==> config.mk <==
export PLATFORM = sky130hd
export DESIGN_NAME = sg_sequencer
export DESIGN_NICKNAME = d
export VERILOG_FILES = /design/src/rtl/sg_sequencer.sv
export SDC_FILE = /design/constraint.sdc
export NUM_CORES = 1
export LEC_CHECK = 0
export ABC_AREA = 1
export BUFFER_PORTS_ARGS = -buffer_cell sky130_fd_sc_hd__buf_2
export CAP_MARGIN = 20
export CORE_UTILIZATION = 55
export DETAILED_ROUTE_END_ITERATION = 10
export HOLD_SLACK_MARGIN = 0.12
export PLACE_DENSITY = 0.88
export RECOVER_POWER = 100
export SLEW_MARGIN = 0
export SYNTH_ARGS = -nofsm -noshare
export SYNTH_HDL_FRONTEND = slang
export SYNTH_SLANG_ARGS = --single-unit
==> constraint.sdc <==
create_clock -name clk -period 6.4 [get_ports clk]
set_input_delay 0 -clock clk [delete_from_list [all_inputs] [get_ports clk]]
set_output_delay 0 -clock clk [all_outputs]
set_load 0.1 [all_outputs]
==> src/rtl/sg_sequencer.sv <==
module sg_sequencer #(
  parameter int AW      = 32,
  parameter int LW      = 16,
  parameter int IW      = 4,
  parameter int MAX_OUT = 4
) (
  input  logic          clk,
  input  logic          rst_n,
  input  logic          cmd_valid,
  output logic          cmd_ready,
  input  logic          cmd_write,
  input  logic          cmd_far_frag,
  input  logic [AW-1:0] cmd_base,
  input  logic [LW+IW-1:0] cmd_total,
  input  logic [IW:0]   cmd_count,
  output logic [IW-1:0] desc_idx,
  input  logic [AW-1:0] desc_base,
  input  logic [LW-1:0] desc_len,
  output logic          req_valid,
  input  logic          req_ready,
  output logic          req_write,
  output logic [AW-1:0] req_far_addr,
  output logic [AW-1:0] req_loc_addr,
  output logic [LW+IW-1:0] req_len,
  input  logic          rsp_valid,
  output logic          seg_valid,
  output logic [AW-1:0] seg_loc_addr,
  output logic [LW+IW-1:0] seg_offset,
  output logic [LW-1:0] seg_len,
  output logic          done,
  output logic          len_err
);
  localparam int TW = LW + IW;
  localparam int CW = IW + 1;
  localparam int OW = $clog2(MAX_OUT + 1);

  typedef enum logic [1:0] {S_IDLE, S_HEAD, S_WALK, S_DRAIN} state_t;

  state_t          st;
  logic            wr_q, far_q;
  logic [AW-1:0]   base_q;
  logic [TW-1:0]   total_q;
  logic [CW-1:0]   cnt_q, idx;
  logic [TW-1:0]   off;
  logic [OW-1:0]   outst;

  logic walking, live, fire, step, rsp_ok, has_room;

  assign has_room  = outst < OW'(MAX_OUT);
  assign walking   = (st == S_WALK) && (idx != cnt_q);
  assign live      = walking && (desc_len != '0);
  assign cmd_ready = (st == S_IDLE);
  assign desc_idx  = idx[IW-1:0];

  assign req_valid    = (st == S_HEAD) || (far_q && live && has_room);
  assign req_write    = wr_q;
  assign req_far_addr = (st == S_HEAD) ? base_q : desc_base;
  assign req_loc_addr = (st == S_HEAD) ? '0 : base_q + AW'(off);
  assign req_len      = (st == S_HEAD) ? total_q : TW'(desc_len);

  assign seg_valid    = !far_q && live;
  assign seg_loc_addr = desc_base;
  assign seg_offset   = off;
  assign seg_len      = desc_len;

  assign fire   = req_valid && req_ready;
  assign rsp_ok = rsp_valid && (outst != '0);
  assign step   = walking && ((desc_len == '0) || !far_q || fire);

  assign done    = (st == S_DRAIN) && (outst == '0);
  assign len_err = done && (off != total_q);

  always_ff @(posedge clk) begin
    if (!rst_n) begin
      st      <= S_IDLE;
      wr_q    <= 1'b0;
      far_q   <= 1'b0;
      base_q  <= '0;
      total_q <= '0;
      cnt_q   <= '0;
      idx     <= '0;
      off     <= '0;
      outst   <= '0;
    end else begin
      outst <= outst + OW'(fire) - OW'(rsp_ok);
      case (st)
        S_IDLE: if (cmd_valid) begin
          wr_q    <= cmd_write;
          far_q   <= cmd_far_frag;
          base_q  <= cmd_base;
          total_q <= cmd_total;
          cnt_q   <= cmd_count;
          idx     <= '0;
          off     <= '0;
          st      <= (!cmd_far_frag && cmd_total != '0) ? S_HEAD : S_WALK;
        end
        S_HEAD: if (req_ready) st <= S_WALK;
        S_WALK: begin
          if (step) begin
            idx <= idx + 1'b1;
            off <= off + TW'(desc_len);
          end
          if (!walking) st <= S_DRAIN;
        end
        default: if (outst == '0) st <= S_IDLE;
      endcase
    end
  end


  outst_cap_chk: assert property (@(posedge clk) disable iff (!rst_n)
    outst <= OW'(MAX_OUT));


  req_hold_chk: assert property (@(posedge clk) disable iff (!rst_n)
    req_valid && !req_ready |=> req_valid && $stable(req_far_addr) && $stable(req_len));


  seg_excl_chk: assert property (@(posedge clk) disable iff (!rst_n)
    seg_valid |-> !req_valid);


  zero_skip_chk: assert property (@(posedge clk) disable iff (!rst_n)
    (req_valid |-> req_len != '0) and (seg_valid |-> seg_len != '0));


  done_pulse_chk: assert property (@(posedge clk) disable iff (!rst_n)
    done |=> !done);


  done_busy_chk: assert property (@(posedge clk) disable iff (!rst_n)
    done |-> !cmd_ready);
endmodule

### Word-level counts from Yosys, hierarchy flattened

Index checks and enable logic that the tools add are counted.

* register bits: 89
* input bits: 112
* logic and storage cells: 66

* $add $sub $neg: 5
* order comparisons: 1
* equality and inequality tests: 9
* mux-type cells: 15
* reduce and logical (&&, ||, !) cells: 27

Operators by type and width (number)
* two-way mux 32 bit: 2
* two-way mux 20 bit: 3
* one-hot mux 20 bit (2 select lines): 1
* adder 32 x 20 -> 32 bit: 1
* adder 20 x 16 -> 20 bit: 1
* inequality test 20 bit: 1
* nonzero test 20 bit: 1
* logical NOT 16 bit: 1
* nonzero test 16 bit: 1
* logical AND 1 bit: 11
* two-way mux 2 bit: 5
* two-way mux 5 bit: 2
* one-hot mux 5 bit (2 select lines): 1
* inequality test 2 bit (second input constant): 4
* one-hot mux 2 bit (3 select lines): 1
* adder 5 x 1 -> 5 bit (second input constant): 1
* inequality test 5 bit: 1
* equality test 2 bit (second input constant): 2
* AND reduction 4 bit: 1
* nonzero test 4 bit: 1
* adder 3 x 1 -> 3 bit: 1
* logical NOT 3 bit: 1
* logical OR 1 bit: 3
* < comparator 3 bit (second input constant): 1
* other kinds (8): 9

### Depth between registers and ports, before layout

Gate-level depths: netlist of run 1.

* depth in word-level cells: 11
* depth in mapped cells: 15
* mapped depth without buffers: 15

### Worst setup path after synthesis of run 1

No wires, ideal clock.

* path kind: register to output
* start point: register off[0] (netlist: seg_offset[0])
* end point: output port req_loc_addr[29]
* arrival: 4414 ps
* slack: 1986 ps
* cell stages (with the launch flop): 10
* cell sequence: dfxtp_1 -> ha_1 -> nand2_1 -> nand2_1 -> o21ai_0 -> o21ai_0 -> nand4_1 -> o211ai_1 -> a21oi_1 -> nor3b_1

* word-level cells in the longest chain between the ends: 2

Ends and longest elaborated chain
* from (decl): line 44 `logic [TW-1:0] off;`
* from (signal assigned): line 101 `off <= off + TW'(desc_len);`
* adder 32 x 20 -> 32 bit: line 58 `assign req_loc_addr = (st == S_HEAD) ? '0 : base_q + AW'(off);`
* two-way mux 32 bit: line 58
* to (decl): line 23 `output logic [AW-1:0] req_loc_addr,`

No other way between the ends.

### Worst setup path in the final report of run 1

* start point: register st[1]
* end point: register idx[1]

* word-level cells in the longest chain between the ends: 11
* elaborated cells on any way between the ends: 16
* those cells by class: eq/ne (4); mux (1); reduce/logical (11)

Ends and longest elaborated chain
* from (decl): line 39 `state_t st;`
* from (signal assigned): line 95 `st <= (!cmd_far_frag && cmd_total != '0) ? S_HEAD : S_WALK;`
* equality test 2 bit: line 50, 86
* logical AND 1 bit: line 50 `assign walking = (st == S_WALK) && (idx != cnt_q);`
* logical AND 1 bit: line 51 `assign live = walking && (desc_len != '0);`
* logical AND 1 bit (2 in a row): line 55 `assign req_valid = (st == S_HEAD) || (far_q && live && has_room);`
* logical OR 1 bit: line 55
* logical AND 1 bit: line 66 `assign fire = req_valid && req_ready;`
* logical OR 1 bit: line 68 `assign step = walking && ((desc_len == '0) || !far_q || fire);`
* logical AND 1 bit: line 68
* inequality test 2 bit (no line)
* AND reduction 3 bit (no line)
* to (signal assigned): line 100 `idx <= idx + 1'b1;`
* to (decl): line 43 `logic [CW-1:0] cnt_q, idx;`

Several ways; a longest one is shown, not always the timed one.
A chain may end at the register's enable or synchronous reset.

==> metrics.cfg, run 1 <==
[clock_network]
htreeDepth = 3
clock_sinks = 89
post_cts_resized = 0
cts-root-buf = clkbuf_16
cts.reportedPaths.clkPinSlew_ps = 70
cts_tree = yes
clockBufferDepth = 2
postCtsSetupBuffers = 0
cts-buffers-inserted = 9
clock_latency_ps = 350

[global_route]
overflow = 0
antenna_found_initial = 1
use_met2 = 0.608
grt_pass1_vias = 8144
top_usage_layer = met2
grt_util_met3 = 0.0497
grt_pass1_wl_um = 40600
use_met1 = 0.446
grt_max_degree = 80
track_usage = 0.364

[synthesis]
synthFlopType = dfxtp_1
synth_area_per_cell_um2 = 6.17
yosysTopAreaCellShare = 0.240
synth.most_common_cell = nand2_1
synthArstFlopShare = 0
synth_area_mm2 = 0.00742
synth-edff-count = 0
yosysSeqAreaShare = 0.240
yosys_warnings = 0
syn_inst = 1202
syn-num-nets = 1360
synth_area_leaders = dfxtp_1 24%, nand2_1 15%, nor2_1 9.4%, a21oi_1 7.5%, ha_1 7.3%
synth_largest_area_cell = dfxtp_1
synth_cell_types = 45
synth_seq_cells = 89
synth_common_cells = 301 x nand2_1, 185 x nor2_1, 111 x a21oi_1

[place]
gp_congestion = 1.01
hpwl_um = 18500
detailedPlace.worstSlack_ps = 3500
portBuffers = 273

[critical_path]
cp.buffers_inverters = 2
crit_top_cell = nand2_1
cp_slowest_cell = ha_1
required_ps = 6690
crit_type = flop to flop
end_kind = flop
worstSetupStartpointType = flop
cp_max_fo = 58
crit_path_max_incr_delay_ps = 1540
critPathTopFamily = simple AND/OR/NAND/NOR gates
path_cells = inv_1, ha_1, inv_1, o21ai_0, nand2_2, nand2_1, nand2_2, nand2_1, nand2_2, nand2_1, nand2_1, nor2_1
crit_arrival_ps = 4790

[die]
dieArea_mm2 = 0.0140
die_h_um = 118
coreArea_mm2 = 0.0132
rows = 42
start_util = 0.562
ioPinCount = 274
die_x_um = 118

[sta]
layout_min_cycle_time_ps = 4500
post-route-period-util = 0.703
fin_tns_setup_ps = 0
finalHoldViolations = 0
slew_violations = 129
grt_setup_unrepaired = false
setup_viol = 0
fmax_ghz = 0.222
worstMarginPinSlew_ps = 2640
layout_setup_ws_ps = 1900
skew_ps = 8.64
max_slew_margin = -0.759

[final_layout]
fillerInstances = 1297
syn_to_final_growth_pct = 22.7
post-route-util = 0.690
ff_latch_area_mm2 = 0.00178
drive_above_1_share = 0.109
multi_input_area_mm2 = 0.00467
nets = 1609

[drt]
ant_nets = 0
dr.pass1.iters = 5
drt_iter0_markers = 646
drt-wirelength-per-cell_um = 15.7
viasPerCell = 5.49
vias = 8961
drc = 0
wl_um = 25700

[job]
drv_cap = 2

[outcome]
status = complete, but fails checks
violations = capacitance limit, slew limit

[hold_path]
min_path_type = input pin to flop

## worst min-delay path, stage by stage
cell and delay, ps:
buf_2 140, ha_1 140, nand2_1 50, nand3_1 70, nand2_1 50, nor2_1 70
## path summary, 6_finish.rpt
path / startpoint / endpoint / slack (ps) / cells after the start
max: st[1]$_SDFFE_PN0P_ / idx[1]$_SDFFE_PN0P_ / 1900 / 12
min: desc_len[0] / seg_offset[0]$_SDFFE_PN0P_ / 200 / 6
max reg2reg: st[1]$_SDFFE_PN0P_ / idx[1]$_SDFFE_PN0P_ / 1900 / 12
min reg2reg: cnt_q[1]$_SDFFE_PN0P_ / cnt_q[1]$_SDFFE_PN0P_ / 470 / 2
## registers in the layout (all words and copies together), names as in the netlist
register    cells
seg_offset     20
idx             5
outst           3
cnt_q           5
far_q           1
total_q        20
req_write       1
base_q         32
st              2
## area by class of cell
cell class | count | share of cell area
Sequential cell | 89 | 0.196
Clock inverter | 3 | 0.00440
Antenna cell | 1 | 0.000275
Inverter | 91 | 0.0375
Timing Repair Buffer | 337 | 0.197
Tap cell | 176 | 0.0242
Clock buffer | 12 | 0.0282
Multi-Input combinational cell | 923 | 0.513
## through the flow
stage                     area (um2)  hold WS [ps]  instances
after floorplan                 7420           139       1202
after global placement          8440           250       1557
after detailed placement        8440           257       1557
after CTS                       9330           195       1631
after global routing            9100           261       1632
final                           9100           199       1632
## routing by layer
layer / wire (um) / share of wire / vias up
li1: - / - / 4376
met1: 10500 / 0.41 / 4005
met2: 11800 / 0.46 / 479
met3: 1910 / 0.074 / 101
met4: 1380 / 0.054 / 0
met5: 0 / 0 / -
## what timing repair did
item                                    in CTS  in global routing
endpoints found under the setup margin       0                  0
hold buffers                                59                  0
endpoints found under the hold margin       59                  0
## cells in the final DEF, fill, tap and decap left out, drive strengths merged, types with 43 or more instances in the layout
cell type	synthesis	final
a21oi	111	111
nor2	186	186
nand2	307	307
dlygate4sd3	0	59
inv	89	89
o21ai	113	113
nand3	55	55
ha	43	43
buf	60	117
clkbuf	39	173
dfxtp	89	89
## cell families (layout without fill, tap and decap cells)
family          after synthesis  after routing  synth area share
flops                        89             89             0.240
buf+inv                     190            443             0.128
fa+ha+maj                    46             46            0.0806
compound gates              246            246             0.177
other cells                   0              1                 0
xor+xnor                     36             36            0.0425
simple gates                595            595             0.332
Power of run 1 is left out: the tool's default activity adds up to more than one toggle a clock period on the data nets, which glitch-free logic cannot reach.
==> inputs of run 2 (changes only) <==
Settings changed: ABC_AREA 1 to 0, CORE_UTILIZATION 55 to 46, PLACE_DENSITY 0.88 to 0.79.
Clock period 6.4 ns to 3.85 ns, I/O delays scaled along.
==> run 2 against run 1 <==
Compared with the run above: the run still ends with capacitance limit, slew limit left; clock skew shrank 2.5 ps; critical path depth shrank 2; hold slack gained 34 ps; sequential share of layout area grew 0.19 points; synthesized cell count shrank 25%; synthesized area shrank 4.3%; core utilization shrank 9.5 points; register-to-register slack lost 1400 ps; global-route usage shrank 8.2 points; clock-buffer cell count shrank 3; flip-flop and latch count is the same; critical path type is now flop to output pin; highest routed layer unchanged.
==> metrics.cfg, run 2 <==
[global_route]
grt_pass1_vias = 6969  ; -14%
overflow = 0  ; unchanged
grt_max_degree = 49  ; -39%
track_usage = 0.282  ; -0.0822
grt_pass1_wl_um = 35400  ; -13%
antenna_found_initial = 0  ; -1

[drt]
viasPerCell = 5.45  ; -0.71%
wl_um = 22800  ; -11%
dr.pass1.iters = 5  ; unchanged
drt-wirelength-per-cell_um = 16.8  ; +6.9%
ant_nets = 0  ; unchanged
vias = 7393  ; -17%
drt_iter0_markers = 450  ; -30%
drc = 0  ; unchanged

[critical_path]
required_ps = 3850  ; -2840 ps
end_kind = output pin
cp_max_fo = 7  ; -88%
crit_arrival_ps = 3490  ; -1300 ps
worstSetupStartpointType = flop
crit_type = flop to output pin

[final_layout]
drive_above_1_share = 0.205  ; +0.0960
ff_latch_area_mm2 = 0.00178  ; unchanged
fillerInstances = 1435  ; +11%
mostFrequentLayoutCell = nand2_1
nets = 1321  ; -18%
multi_input_area_mm2 = 0.00475  ; +1.8%
syn_to_final_growth_pct = 27.0
largest_reg_flops = 32  ; unchanged
regMostFlops = base_q
diodes = 0  ; -1
final_cell_mix = 162 x nand2_1, 141 x clkbuf_1, 118 x buf_2, 89 x dfxtp_1, 71 x a21boi_0
design_area_mm2 = 0.00902  ; -0.95%

[clock_network]
htreeDepth = 3  ; unchanged
cts-root-buf = clkbuf_16
cts.reportedPaths.clkPinSlew_ps = 70  ; about the same
clockBufferDepth = 2  ; unchanged
cts-buffers-inserted = 9  ; unchanged
clock_latency_ps = 350  ; about the same
cts_tree = yes
postCtsSetupBuffers = 0  ; unchanged
clock_sinks = 89  ; unchanged

[job]
drv_cap = 1  ; -1

[power_and_ir_drop]
p_per_area_mw_per_mm2 = 692
power.leakage_uw = 0.00388
peakVddDrop_mv = 0.461

[synthesis]
syn_inst = 898  ; -25%
yosys_warnings = 0  ; unchanged
yosysSeqAreaShare = 0.251  ; +0.0107
synth_area_leaders = dfxtp_1 25%, nand2_1 8.6%, mux2_2 7.8%, ha_1 7.6%, a21boi_0 7.4%
synthFlopType = dfxtp_1
synth_area_mm2 = 0.00710  ; -4.3%
synth_common_cells = 163 x nand2_1, 89 x dfxtp_1, 70 x a21boi_0
synthArstFlopShare = 0  ; unchanged
synth-edff-count = 0  ; unchanged
synth_largest_area_cell = dfxtp_1
synth_area_per_cell_um2 = 7.91  ; +28%
syn-num-nets = 1056  ; -22%
yosysTopAreaCellShare = 0.251  ; +0.0107
synth_seq_cells = 89  ; unchanged
synth.most_common_cell = nand2_1
synth_cell_types = 65  ; +44%

[sta]
slew_violations = 31  ; -76%
layout_min_cycle_time_ps = 3490
grt_setup_unrepaired = false
max_slew_margin = -0.265  ; +0.494
fmax_ghz = 0.287
worstMarginPinSlew_ps = 1900  ; -742 ps
setup_viol = 0  ; unchanged
finalHoldViolations = 0  ; unchanged
skew_ps = 6.14  ; -2.50 ps
holdWs_ps = 233  ; +34.0 ps
post-route-period-util = 0.906

[die]
coreArea_mm2 = 0.0151  ; +15%
dieArea_mm2 = 0.0159  ; +14%
die_h_um = 126  ; +6.9%
start_util = 0.469  ; -0.0936
rows = 45  ; +7.1%
ioPinCount = 274  ; unchanged
die_x_um = 126  ; +6.9%

[place]
hpwl_um = 16800  ; -8.9%
dpl-instance-area_mm2 = 0.00832  ; -1.5%
portBuffers = 273  ; unchanged
gp_congestion = 1.00  ; -0.32%

[outcome]
status = complete, but fails checks
violations = capacitance limit, slew limit

[hold_path]
min_path_type = input pin to flop

## run 2: changes by cell type after synthesis, moves of 27 or more
cell and delta:
a21oi_1 -71, o21ai_0 -78, mux2_2 +49, nand3_1 -27, a21boi_0 +68, inv_1 -69, nor2_1 -137, nand2_1 -138
## run 2: worst paths after layout
check | start | cells past startpoint | slack (ps) | to
hold reg to reg | req_write$_SDFFE_PN0P_ | 2 | 470 | req_write$_SDFFE_PN0P_
setup reg to reg | st[1]$_SDFFE_PN0P_ | 6 | 450 | base_q[1]$_SDFFE_PN0P_
setup / recovery | seg_offset[0]$_SDFFE_PN0P_ | 10 | 360 | req_loc_addr[26]
hold / removal | desc_len[0] | 4 | 230 | seg_offset[0]$_SDFFE_PN0P_
## run 2: metal layers
layer / share of wire / track usage / up-vias
met1: 0.42 / 0.324 / 3426
met2: 0.49 / 0.503 / 274
li1: - / - / 3643
met3: 0.058 / 0.0646 / 50
met5: 0 / 0 / -
met4: 0.035 / 0.117 / 0
## run 2: cell families after synthesis
kind of cell / synth area share
fa+ha+maj: 0.0842
mux: 0.0805
buf+inv: 0.0874
flops: 0.251
compound gates: 0.218
xor+xnor: 0.0691
simple gates: 0.210
## run 2: per-stage QoR
stage | power, uW | util | TNS (ps) | setup WS, ps | cells
6_report | 6240 | 0.595 | 0 | 362 | 1356
5_1_grt | 6530 | 0.595 | 0 | 26.7 | 1356
4_1_cts | 6320 | 0.608 | 0 | 286 | 1356
3_5_place_dp | 5370 | 0.549 | 0 | 693 | 1281
3_3_place_gp | 5320 | 0.549 | 0 | 772 | 1281
2_1_floorplan | 4650 | - | -84.8 | -84.8 | 898
## run 2: timing repair
action / in CTS / in global routing
setup endpoints to repair: 0 / 4
hold endpoints to repair: 59 / 0
resized for setup: 0 / 1
hold buffers: 59 / 0
## run 2: area by class of cell
class                      count  share of cell area
sequential                    89               0.198
inverter                      19             0.00791
multi-input combinational    698               0.527
clock inverter                 7             0.00777
tap                          188              0.0261
timing repair buffer         346               0.209
clock buffer                   9              0.0250
## run 2: critical path, stage by stage, from the launching register on
cell and delay (ps):
dfxtp_1 360, ha_1 270, fa_1 420, nand3_1 110
a21oi_1 110, nor4_2 510, o21ai_0 270, a31oi_2 360
o21ai_0 170, a21oi_2 130, buf_2 430
## run 2: where the power goes
part | total, uW | internal [uW] | switching (uW)
clock | 896 | 503 | 393
sequential | 1310 | 1090 | 213
combinational | 4040 | 860 | 3180
total | 6240 | 2460 | 3790
No activity file was read; power rests on OpenSTA's default activity.
==> inputs of run 3 (changes only) <==
Settings changed: CORE_ASPECT_RATIO from default to 1.25.
==> run 3 against run 2 <==
Compared with the run above: the flow still finishes with violations (capacitance limit, slew limit); first-iteration DRC count rose by 19%; clock-buffer cell count rose by 3; combinational power barely moved; core utilization rose by 0.58 points; register-to-register slack got worse by 80 ps; sequential power barely moved; die area barely moved; final cell count fell by 0.81%; clock power rose by 4.9%; global-route usage rose by 0.81 points; critical path type unchanged; largest power group unchanged.
==> metrics.cfg, run 3 (synthesis gave the netlist of run 2 again) <==
[power_and_ir_drop]
power.internal_uw = 2510  ; +2.0%
total_power_uw = 6320  ; +1.3%
switchingPower_uw = 3820  ; +0.82%
comb_power_share = 0.642  ; -0.005
clock_power_share = 0.149  ; +0.006
peakVddDrop_mv = 0.339  ; -27%
switching_share = 0.604  ; -0.00276
p_per_area_mw_per_mm2 = 701  ; +1.2%
share_seq_of_total_power = 0.210  ; about the same
power.leakage_uw = 0.00399  ; +2.9%

[final_layout]
diodes = 0  ; unchanged
final_cell_mix = 163 x nand2_1, 115 x buf_2, 95 x clkbuf_1, 89 x dfxtp_1, 71 x a21boi_0
mostFrequentLayoutCell = nand2_1
regMostFlops = base_q
nets = 1316  ; -0.38%
design_area_mm2 = 0.00902  ; about the same
syn_to_final_growth_pct = 27.1  ; about the same
largest_reg_flops = 32  ; unchanged
drive_above_1_share = 0.238  ; +0.0336

[sta]
layout_min_cycle_time_ps = 3550  ; +61.2 ps
skew_ps = 7.04  ; +0.901 ps
max_slew_margin = -0.479  ; -0.214
fin_tns_setup_ps = 0  ; unchanged
fmax_ghz = 0.282  ; -1.7%
slew_violations = 113  ; +260%
setup_viol = 0  ; unchanged
worstMarginPinSlew_ps = 2220  ; +323 ps
layout_setup_ws_ps = 301  ; -61.2 ps
post-route-period-util = 0.922  ; +0.0159
grt_setup_unrepaired = false
finalHoldViolations = 0  ; unchanged

[place]
gp_congestion = 0.930  ; -7.3%
detailedPlace.worstSlack_ps = 692  ; -1.18 ps
hpwl_um = 17400  ; +3.3%
portBuffers = 273  ; unchanged
dpl-instance-area_mm2 = 0.00827  ; -0.54%

[drt]
viasPerCell = 5.61  ; +2.9%
dr.pass1.iters = 5  ; unchanged
vias = 7546  ; +2.1%
drc = 0  ; unchanged
drt-wirelength-per-cell_um = 17.7  ; +5.5%
drt_iter0_markers = 537  ; +19%
ant_nets = 0  ; unchanged
wl_um = 23800  ; +4.6%

[die]
dieArea_mm2 = 0.0159  ; about the same
coreArea_mm2 = 0.0150  ; -0.87%
die_h_um = 141  ; +12%
ioPinCount = 274  ; unchanged
start_util = 0.473  ; +0.00410
rows = 50  ; +11%
die_x_um = 113  ; -10%

[global_route]
track_usage = 0.290  ; +0.00815
grt_pass1_wl_um = 36200  ; +2.3%
use_met2 = 0.519  ; +0.0161
grt_max_degree = 66  ; +35%
grt_util_met3 = 0.0426  ; -0.0220
top_usage_layer = met2
overflow = 0  ; unchanged
antenna_found_initial = 0  ; unchanged
use_met1 = 0.338  ; +0.0145
grt_pass1_vias = 7018  ; +0.70%

[critical_path]
worstSetupStartpointType = flop
required_ps = 3850  ; about the same
crit_type = flop to output pin
crit_arrival_ps = 3550  ; +60 ps
end_kind = output pin
cp_max_fo = 7  ; unchanged

[outcome]
status = complete, but fails checks
violations = capacitance limit, slew limit

[clock_network]
clock_sinks = 89  ; unchanged
cts.reportedPaths.clkPinSlew_ps = 70  ; about the same
clock_latency_ps = 350  ; about the same
clockBufferDepth = 2  ; unchanged
htreeDepth = 3  ; unchanged
postCtsSetupBuffers = 0  ; unchanged
cts-root-buf = clkbuf_16
cts_tree = yes
cts_hold_buffers = 59  ; unchanged
cts-buffers-inserted = 9  ; unchanged
post_cts_resized = 0  ; unchanged

[job]
drv_cap = 2  ; +1

[hold_path]
min_path_type = input pin to flop

## run 3: changes by cell type in the layout (fill, tap and decap cells not counted), sizes merged
cell / delta
clkbuf: +8
clkinv: -2
buf: -10
inv: -1
## run 3: final timing paths
check                             start                    endpoint  slack [ps]  cells after the start
max          seg_offset[0]$_SDFFE_PN0P_            req_loc_addr[24]         300                     10
min                         desc_len[0]  seg_offset[0]$_SDFFE_PN0P_         230                      4
max reg2reg          st[0]$_SDFFE_PN0P_      base_q[1]$_SDFFE_PN0P_         370                      6
min reg2reg      req_write$_SDFFE_PN0P_      req_write$_SDFFE_PN0P_         480                      2
## run 3: area by class of cell
type	instances	area (um2)
Inverter	19	71.3
Clock inverter	4	51.3
Tap cell	182	228
Multi-Input combinational cell	698	4740
Sequential cell	89	1780
Clock buffer	12	256
Timing Repair Buffer	341	1890
Fill cell	1445	5990
## run 3: worst max-delay path, cell delays in order (launching register included)
cell and delay, ps:
dfxtp_1 360, ha_1 270, fa_1 420, nand3_1 110, a21oi_1 90, nor4_2 390, o21ai_0 230, a31oi_1 490
o21ai_0 190, a21oi_2 160, clkbuf_2 470
## run 3: per-layer routing
layer	up-vias	wire length (um)
met2	319	12100
met4	0	889
met3	62	1540
met1	3528	9370
li1	3637	-
met5	-	0
## run 3: power by group through the flow
stage | Clock [uW] | Sequential, uW | Combinational, uW
floorplan | 0 | 1520 | 3130
global placement | 0 | 1330 | 3990
detailed placement | 0 | 1340 | 4020
CTS | 951 | 1320 | 4090
global route | 988 | 1350 | 4250
finish | 940 | 1330 | 4060
## run 3: stage by stage
step | hold WS [ps] | utilization | instances
detailed placement | 260 | 0.551 | 1270
global route | 246 | 0.601 | 1345
global placement | 252 | 0.551 | 1270
CTS | 213 | 0.611 | 1345
finish | 225 | 0.601 | 1345
floorplan | 145 | - | 898
